$ cat config.mk
export PLATFORM = sky130hd
export DESIGN_NAME = vec_ftoi_trunc
export DESIGN_NICKNAME = d
export VERILOG_FILES = /design/src/rtl/vft_pkg.sv /design/src/rtl/vft_lane.sv /design/src/rtl/vft_ctrl.sv /design/src/rtl/vft_dp.sv /design/src/rtl/vec_ftoi_trunc.sv
export SDC_FILE = /design/constraint.sdc
export NUM_CORES = 1
export LEC_CHECK = 0
export BUFFER_PORTS_ARGS = -buffer_cell sky130_fd_sc_hd__buf_4
export CORE_MARGIN = 2
export CORE_UTILIZATION = 45
export CTS_CLUSTER_DIAMETER = 150
export CTS_CLUSTER_SIZE = 25
export DETAILED_ROUTE_END_ITERATION = 10
export RECOVER_POWER = 100
export SYNTH_ARGS = -nofsm -noshare
export SYNTH_HDL_FRONTEND = slang
export SYNTH_SLANG_ARGS = --single-unit
$ cat constraint.sdc
create_clock -name clk -period 0.95 [get_ports clk]
set_input_delay 0.19 -clock clk [delete_from_list [all_inputs] [get_ports clk]]
set_output_delay 0.19 -clock clk [all_outputs]
set_load 0.01 [all_outputs]
$ cat src/rtl/vft_pkg.sv
package vft_pkg;
  typedef enum logic [1:0] {FMT_H, FMT_S, FMT_D} srcFmt_e;
  typedef enum logic [1:0] {DW16, DW32, DW64} dstW_e;
  typedef enum logic [1:0] {CT16, CT32, CT64} cont_e;

  // strobes from control to datapath
  typedef struct packed {
    logic     load;
    logic     zeroFill;
    logic     anyLane;
    srcFmt_e  srcFmt;
    dstW_e    dstW;
    cont_e    cont;
  } cvtStrobe_t;
endpackage

$ cat src/rtl/vft_lane.sv
// One scalar truncating converter; result always sign-extended to 64 bits.
module vft_lane
  import vft_pkg::*;
(
  input  logic [63:0] opnd,
  input  srcFmt_e     fmt,
  input  dstW_e       dw,
  output logic [63:0] val,
  output logic        inv
);
  localparam int MANT_W = 53;

  logic               sgn;
  logic [10:0]        expField;
  logic [10:0]        expOnes;
  logic [51:0]        frac;
  logic signed [12:0] biasS;
  logic signed [12:0] unb;
  logic               expMax, expZero, fracZero;
  logic [63:0]        mant, mag, maxPos, minMag;
  logic [5:0]         lim, shR, shL;

  always_comb begin
    // narrow formats read only the low bits of the operand
    case (fmt)
      FMT_H: begin
        sgn = opnd[15]; expField = {6'b0, opnd[14:10]}; expOnes = 11'h01f;
        frac = {opnd[9:0], 42'b0}; biasS = 13'sd15;
      end
      FMT_S: begin
        sgn = opnd[31]; expField = {3'b0, opnd[30:23]}; expOnes = 11'h0ff;
        frac = {opnd[22:0], 29'b0}; biasS = 13'sd127;
      end
      default: begin
        sgn = opnd[63]; expField = opnd[62:52]; expOnes = 11'h7ff;
        frac = opnd[51:0]; biasS = 13'sd1023;
      end
    endcase
    expMax   = (expField == expOnes);
    expZero  = (expField == 11'd0);
    fracZero = (frac == 52'd0);
    unb      = signed'({2'b00, expField}) - biasS;
    mant     = {{(64-MANT_W){1'b0}}, ~expZero, frac};
    case (dw)
      DW16:    lim = 6'd15;
      DW32:    lim = 6'd31;
      default: lim = 6'd63;
    endcase
    maxPos = (64'd1 << lim) - 64'd1;
    minMag = maxPos + 64'd1;
    shR = 6'd0;
    shL = 6'd0;
    if (unb >= 13'sd0 && unb <= 13'sd52) shR = 6'(13'sd52 - unb);
    else if (unb > 13'sd52 && unb <= 13'sd63) shL = 6'(unb - 13'sd52);
    mag = (mant >> shR) << shL;   // fraction bits drop out
    val = 64'd0;
    inv = 1'b0;
    if (expMax && !fracZero) begin
      inv = 1'b1;                                 // NaN
    end else if (expMax) begin
      inv = 1'b1;                                 // infinity
      val = sgn ? ~maxPos : maxPos;
    end else if (unb < 13'sd0) begin
      val = 64'd0;
    end else if (unb > signed'({7'b0, lim})) begin
      inv = 1'b1;
      val = sgn ? ~maxPos : maxPos;
    end else if (unb == signed'({7'b0, lim})) begin
      if (sgn && mag == minMag) val = ~maxPos;    // exact minimum
      else begin
        inv = 1'b1;
        val = sgn ? ~maxPos : maxPos;
      end
    end else begin
      val = sgn ? (64'd0 - mag) : mag;
    end
  end
endmodule

$ cat src/rtl/vft_ctrl.sv
// Decodes the size code into strobes and carries the valid pipeline stage.
module vft_ctrl
  import vft_pkg::*;
(
  input  logic       clk,
  input  logic       rstN,
  input  logic       inValid,
  input  logic [2:0] sizeSel,
  input  logic       zeroMode,
  output cvtStrobe_t strobe,
  output logic       outValid
);
  always_comb begin
    strobe.load     = inValid;
    strobe.zeroFill = zeroMode;
    strobe.anyLane  = 1'b1;
    // size code table
    case (sizeSel)
      3'd0: begin strobe.srcFmt = FMT_H; strobe.dstW = DW16; strobe.cont = CT16; end
      3'd1: begin strobe.srcFmt = FMT_H; strobe.dstW = DW32; strobe.cont = CT32; end
      3'd2: begin strobe.srcFmt = FMT_H; strobe.dstW = DW64; strobe.cont = CT64; end
      3'd3: begin strobe.srcFmt = FMT_S; strobe.dstW = DW32; strobe.cont = CT32; end
      3'd4: begin strobe.srcFmt = FMT_S; strobe.dstW = DW64; strobe.cont = CT64; end
      3'd5: begin strobe.srcFmt = FMT_D; strobe.dstW = DW32; strobe.cont = CT64; end
      3'd6: begin strobe.srcFmt = FMT_D; strobe.dstW = DW64; strobe.cont = CT64; end
      default: begin   // reserved code
        strobe.srcFmt = FMT_D; strobe.dstW = DW64; strobe.cont = CT64;
        strobe.anyLane = 1'b0;
      end
    endcase
  end


  always_ff @(posedge clk or negedge rstN) begin
    if (!rstN) outValid <= 1'b0;
    else       outValid <= inValid;
  end
endmodule

$ cat src/rtl/vft_dp.sv
// Lane steering, predication and the result register.
module vft_dp
  import vft_pkg::*;
#(
  parameter int DATA_W = 64
) (
  input  logic              clk,
  input  logic              rstN,
  input  cvtStrobe_t        strobe,
  input  logic [DATA_W/8-1:0] pred,
  input  logic [DATA_W-1:0] srcVec,
  input  logic [DATA_W-1:0] oldDst,
  output logic [DATA_W-1:0] outResult,
  output logic              outInvalid
);
  localparam int N16 = DATA_W / 16;
  localparam int N32 = DATA_W / 32;
  localparam int N64 = DATA_W / 64;
  localparam int NL  = N16;

  logic [63:0]       laneOp  [NL];
  logic [63:0]       laneVal [NL];
  logic [NL-1:0]     laneInv;
  logic [NL-1:0]     laneOn;
  logic [DATA_W-1:0] nextRes;
  logic              nextInv;

  // operand steering and lane activity
  always_comb begin
    for (int k = 0; k < NL; k++) laneOp[k] = 64'd0;
    laneOn = '0;
    case (strobe.cont)
      CT16: for (int k = 0; k < N16; k++) begin
        laneOp[k] = 64'(srcVec[16*k +: 16]);
        laneOn[k] = pred[2*k];
      end
      CT32: for (int k = 0; k < N32; k++) begin
        laneOp[k] = 64'(srcVec[32*k +: 32]);
        laneOn[k] = pred[4*k];
      end
      default: for (int k = 0; k < N64; k++) begin
        laneOp[k] = srcVec[64*k +: 64];
        laneOn[k] = pred[8*k];
      end
    endcase
    if (!strobe.anyLane) laneOn = '0;
  end

  for (genvar g = 0; g < NL; g++) begin : g_lane
    vft_lane u_lane (
      .opnd (laneOp[g]),
      .fmt  (strobe.srcFmt),
      .dw   (strobe.dstW),
      .val  (laneVal[g]),
      .inv  (laneInv[g])
    );
  end

  // result assembly
  always_comb begin
    nextRes = strobe.zeroFill ? '0 : oldDst;
    case (strobe.cont)
      CT16: for (int k = 0; k < N16; k++)
        if (laneOn[k]) nextRes[16*k +: 16] = laneVal[k][15:0];
      CT32: for (int k = 0; k < N32; k++)
        if (laneOn[k]) nextRes[32*k +: 32] = laneVal[k][31:0];
      default: for (int k = 0; k < N64; k++)
        if (laneOn[k]) nextRes[64*k +: 64] = laneVal[k];
    endcase
    nextInv = |(laneOn & laneInv);
  end

  always_ff @(posedge clk or negedge rstN) begin
    if (!rstN) begin
      outResult  <= '0;
      outInvalid <= 1'b0;
    end else if (strobe.load) begin
      outResult  <= nextRes;
      outInvalid <= nextInv;
    end
  end
endmodule

$ cat src/rtl/vec_ftoi_trunc.sv
module vec_ftoi_trunc
  import vft_pkg::*;
#(
  parameter int DATA_W = 64
) (
  input  logic                clk,
  input  logic                rstN,
  input  logic                inValid,
  input  logic [2:0]          sizeSel,
  input  logic                zeroMode,
  input  logic [DATA_W/8-1:0] pred,
  input  logic [DATA_W-1:0]   srcVec,
  input  logic [DATA_W-1:0]   oldDst,
  output logic                outValid,
  output logic [DATA_W-1:0]   outResult,
  output logic                outInvalid
);
  cvtStrobe_t strobe;

  vft_ctrl u_ctrl (
    .clk      (clk),
    .rstN     (rstN),
    .inValid  (inValid),
    .sizeSel  (sizeSel),
    .zeroMode (zeroMode),
    .strobe   (strobe),
    .outValid (outValid)
  );

  vft_dp #(.DATA_W(DATA_W)) u_dp (
    .clk        (clk),
    .rstN       (rstN),
    .strobe     (strobe),
    .pred       (pred),
    .srcVec     (srcVec),
    .oldDst     (oldDst),
    .outResult  (outResult),
    .outInvalid (outInvalid)
  );
endmodule

==> results.tsv, run 1 <==
stage	metric	value	unit
floorplan	rows	90	
outcome	status	stopped before the end	
sta	worst_endpoint_kind	register input	
clock_tree	cts.sinks	66	
synthesis	ys_seq_area_share	6.00	%
synthesis	syn-cell-area	27500	um2
outcome	error	[ERROR GRT-0232] Routing congestion too high. Check the congestion heatmap in the GUI.	
clock_tree	htree_num_levels	3	
global_routing	grt.total_usage	72.3	%
floorplan	die_width	251	um
synthesis	synth_edf_count	0	
floorplan	start_util	45.6	%
clock_tree	cts_buffer_depth	2	
placement	hpwl	150000	um
placement	place_area	44000	um2
synthesis	ys.warnings.count	0	
synthesis	synth_nets	4560	
placement	globalplace.congestion	1.18	
outcome	failing_step	5_1_grt	
synthesis	synthArstFlopShare	100	%
floorplan	dieHeight	251	um
clock_tree	numCtsBuffers	9	
global_routing	grt.overflow.total	26	
floorplan	io-pin-count	209	
placement	port_buffers	204	
synthesis	synth-seq-cells	66	
synthesis	syn_avg_cell_area	6.29	um2
synthesis	synth_cells	4370	
sta	grt_worst_setup_endpoint	u_dp.outResult[46]$_DFFE_PN0P_/D	
clock_tree	root_buffer	clkbuf_16	
synthesis	synth_cell_types	123	
synthesis	synth_flop_cell	dfrtp_1	
global_routing	grt_max_degree	53	
## stage by stage
stage	setup slack [ns]	setup TNS (ns)	cells	hold slack (ns)
after CTS	-5.79	-368.34	7023	0.104
after floorplan	-5.86	-360.96	4370	-0.106
after global placement	-6.71	-411.91	6903	0.0881
after detailed placement	-6.80	-416.80	6903	0.0869
## layer usage
layer,GRT overflow,GRT usage [%]
met2,10,90.3
met5,0,22.3
met1,1,73.3
met3,0,55.6
met4,15,69.2
## synthesized netlist by cell type, types with 26 or more instances
cell	count	area [um2]
a221oi_1	36	315
or3_1	39	244
mux2i_1	101	1010
buf_1	27	101
a21oi_1	405	2030
xnor2_1	54	473
ha_1	47	588
a211o_1	44	385
clkbuf_1	239	897
and3_1	40	250
dfrtp_1	66	1650
a211oi_1	118	886
a32oi_1	30	263
and2_1	49	307
a22oi_1	53	398
o21a_1	26	195
buf_2	74	370
o22ai_1	101	632
o31ai_1	58	435
inv_1	61	229
o21ai_0	356	1780
nor3_1	151	756
nor2_1	465	1750
o221ai_1	35	307
nand2_1	495	1860
o211ai_1	82	616
nor2b_1	29	181
a31oi_1	124	776
xor2_1	31	272
nand3_1	190	951
nor4_1	73	457
nand4_1	63	394
o21ai_1	28	140
## cell families after synthesis
| logic type | count (synthesis) | synth area share, % |
|---|---|---|
| xor+xnor | 85 | 2.71 |
| buf+inv | 442 | 7.00 |
| mux | 132 | 5.20 |
| fa+ha+maj | 47 | 2.14 |
| compound gates | 1850 | 46.0 |
| simple gates | 1748 | 31.0 |
| flops | 66 | 6.00 |
## repair_timing
action                                 4_1_cts
setup endpoints to repair                  131
gates cloned                                 7
setup buffers                               98
resized for setup                          368
hold buffers                                 1
endpoints found under the hold margin       13
pin swaps                                  125
==> run 2: changes to the inputs <==
--- a/config.mk
+++ b/config.mk
@@ -7,10 +7,9 @@
 export LEC_CHECK = 0
 export BUFFER_PORTS_ARGS = -buffer_cell sky130_fd_sc_hd__buf_4
 export CORE_MARGIN = 2
-export CORE_UTILIZATION = 45
-export CTS_CLUSTER_DIAMETER = 150
-export CTS_CLUSTER_SIZE = 25
+export CORE_UTILIZATION = 30
 export DETAILED_ROUTE_END_ITERATION = 10
+export PLACE_DENSITY_LB_ADDON = 0.15
 export RECOVER_POWER = 100
 export SYNTH_ARGS = -nofsm -noshare
 export SYNTH_HDL_FRONTEND = slang
==> constraint.sdc (replaced) <==
create_clock -name clk -period 1.2 [get_ports clk]
set_input_delay 0.24 -clock clk [delete_from_list [all_inputs] [get_ports clk]]
set_output_delay 0.24 -clock clk [all_outputs]
set_load 0.01 [all_outputs]
==> run 2 against run 1 <==
The flow now finishes, with violations (setup timing). Synthesized cell count unchanged. Synthesized area unchanged.
==> results.tsv, run 2 <==
stage	metric	value	unit	change
final_layout	final_cell_mix	buf_4, nand2_1, nor2_1, a21oi_1, o21ai_0		
sta	drv_slew	0		
clock_tree	clock_latency	0.35	ns	
clock_tree	cts_buffer_depth	2		unchanged
setup_path	slowest_delay	0.45	ns	
drt	antenna_left	0		
synthesis	synth_cells	4370		unchanged
drt	drt_wl_total	216000	um	
placement	place_area	45700	um2	+3.9%
sta	rsz0062_at_grt	true		
setup_path	startpoint	sizeSel[0]		
final_layout	top_register	u_dp.outResult		
clock_tree	cts_tree	built		
final_layout	layout_commonest_cell	buf_4		
job	maxCapViolCount	0		
power_and_ir_drop	irDropWorstVdd	0.000807	V	
setup_path	rrSetupSlack	0.07	ns	
drt	wl_per_cell	28.5	um	
synthesis	ys_seq_area_share	6.00	%	unchanged
final_layout	drive_above_1_share	47.5	%	
sta	fmax	142	MHz	
clock_tree	clkTransAtPathRegs	0.07	ns	
hold_path	worst_hold_path_type	input pin to flip-flop		
synthesis	synth_most_common_cell	nand2_1		
final_layout	final_nets	6576		
final_layout	design_area	50800	um2	
sta	fin_crit	7.06	ns	
floorplan	coreArea	91200	um2	
setup_path	cp_slowest_cell	a221o_1		
global_routing	grt_max_degree	64		
synthesis	ys_top_cells_by_count	nand2_1, nor2_1, a21oi_1, o21ai_0, clkbuf_1		
drt	via_count	47700		
setup_path	cp-endpoint	u_dp.outResult[32]		
synthesis	synth_nets	4560		unchanged
setup_path	crit_required	1.44	ns	
floorplan	start_util	30.1	%	-15 points
synthesis	syn_avg_cell_area	6.29	um2	unchanged
placement	hpwl	178000	um	+19%
global_routing	antenna_found_initial	7		
outcome	status	finished with violations		
floorplan	fp.dieArea	94100	um2	
final_layout	reg.largest.list	u_dp.outResult: 64 flops, u_ctrl.outValid: 1 flops, u_dp.outInvalid: 1 flops		
setup_path	endpoint_kind	flip-flop		
clock_tree	root_buffer	clkbuf_16		
setup_path	path_class	input pin to flip-flop		
final_layout	post-route-util	55.7	%	
setup_path	crit_arrival	7.30	ns	
synthesis	synth_flop_cell	dfrtp_1		
setup_path	crit_fanout	6		
sta	worst_pin_slew	1.13	ns	
outcome	violations	setup timing		
power_and_ir_drop	p_per_area	596	nW/um2	
clock_tree	cts.sinks	66		unchanged
clock_tree	numCtsBuffers	9		unchanged
synthesis	syn-cell-area	27500	um2	unchanged
synthesis	synth_cell_types	123		unchanged
floorplan	io-pin-count	209		unchanged
drt	dr.first_iter.drc_count	5936		
clock_tree	htree_num_levels	3		unchanged
global_routing	grt_pass1_wl	311000	um	
synthesis	yosys.area.top_type	a21oi_1		
sta	finClkSkew	0	ns	
final_layout	syn2layout_area_growth	84.6	%	
synthesis	synth.top_cell.area_share	7.37	%	unchanged
placement	dp.cells	7416		+7.4%
synthesis	synth_edf_count	0		unchanged
sta	setup_ws	-5.86	ns	
sta	fin_crit_sh	588	%	
global_routing	grt.overflow.total	0		
sta	hold_viol_final	0		
final_layout	largest_reg_flops	64		
sta	relSlewSlack	23.6	%	
sta	setup_viol	68		
setup_path	ff2ff_path_depth	3		
floorplan	rows	111		+23%
placement	port_buffers	204		unchanged
global_routing	grt_pass1_vias	45900		
global_routing	grt.total_usage	43.9	%	
setup_path	r2r-end	u_dp.outResult[47]		
floorplan	dieHeight	307	um	+22%
drt	vias_per_cell	6.29		
setup_path	worstSetupStartpointType	input pin		
drt	firstDrtPassIters	7		
setup_path	cp_common_cell	buf_12		
power_and_ir_drop	p_leak	21.6	nW	
floorplan	die_width	307	um	+22%
synthesis	synth-seq-cells	66		unchanged
final_layout	final-instance-count-excl-fill	7579		
placement	globalplace.congestion	1.04		-12%
placement	pre_cts_ws	-6.91	ns	-0.112 ns
setup_path	r2r_start	u_dp.outResult[47]		
synthesis	ys.warnings.count	0		unchanged
drt	drc	0		
synthesis	synthArstFlopShare	100	%	unchanged
synthesis	synth_area_leaders	a21oi_1, nand2_1, o21ai_0		
==> run 2: where the power goes <==
part	internal (W)	switching, W
clock	0.00184	0.00119
sequential	0.00251	0.000257
combinational	0.0108	0.0137
==> run 2: critical path: cells and delay by family <==
| kind | cells | cell delay (ns) |
|---|---|---|
| XOR/XNOR | 1 | 0.27 |
| multiplexers | 1 | 0.31 |
| AND/OR/NAND/NOR | 9 | 1.27 |
| AO/OA/AOI/OAI | 14 | 3.46 |
| buffers and inverters | 11 | 1.39 |
| adder cells (fa/ha/maj) | 2 | 0.32 |
==> run 2: metal layers <==
metal	vias to the layer above	global-route usage [%]	share of wire (%)
met5	-	0	0.015
met4	6	26.2	7.4
met3	717	7.64	9.4
met2	2914	68.8	43
met1	23000	56.2	40
li1	21100	-	-
==> run 2: through the flow <==
step	total power (W)	setup TNS [ns]	hold WS, ns
2_1_floorplan	0.0115	-347.96	-0.0556
3_3_place_gp	0.0238	-417.50	0.159
3_5_place_dp	0.0238	-416.15	0.158
4_1_cts	0.0285	-350.55	0.127
5_1_grt	0.0313	-373.20	0.136
6_report	0.0303	-360.62	0.132
==> run 2: what timing repair did <==
action	in CTS	in global routing
hold endpoints to repair	17	0
cloned	3	0
setup buffers	110	50
hold buffers	1	0
pin swaps	166	175
endpoints found under the setup margin	73	72
gates resized for setup	479	306
==> run 2: logic make-up (layout without fill, tap and decap cells) <==
group,count (synthesis),after routing,synth area share [%]
buffers and inverters,442,2463,7.00
muxes,132,132,5.20
adders and majority gates,47,47,2.14
and+or+nand+nor,1748,1748,31.0
xor gates and xnor gates,85,85,2.71
other,0,2,0
DFF,66,66,6.00
AOI/OAI and AO/OA,1850,1850,46.0
==> run 2: worst min path at each step <==
stage | start | end | slack [ns] | cells after the start
finish | oldDst[0] | u_dp.outResult[0] | 0.13 | 3
global route | oldDst[1] | u_dp.outResult[1] | 0.14 | 3
CTS | oldDst[0] | u_dp.outResult[0] | 0.13 | 3
detailed placement | rstN | u_dp.outResult[18] | 0.16 | 1
global placement | rstN | u_dp.outResult[18] | 0.16 | 1
floorplan | rstN | u_ctrl.outValid | -0.06 | 0
==> run 2: layout make-up <==
type	count	area, um2
fill	9023	40500
timing repair buffer	2380	19300
tap	1186	1480
clock buffer	9	225
clock inverter	7	98.8
sequential	66	1660
antenna	2	5.00
multi-input combinational	3862	27800
inverter	67	264
No activity file was read; power rests on OpenSTA's default activity.
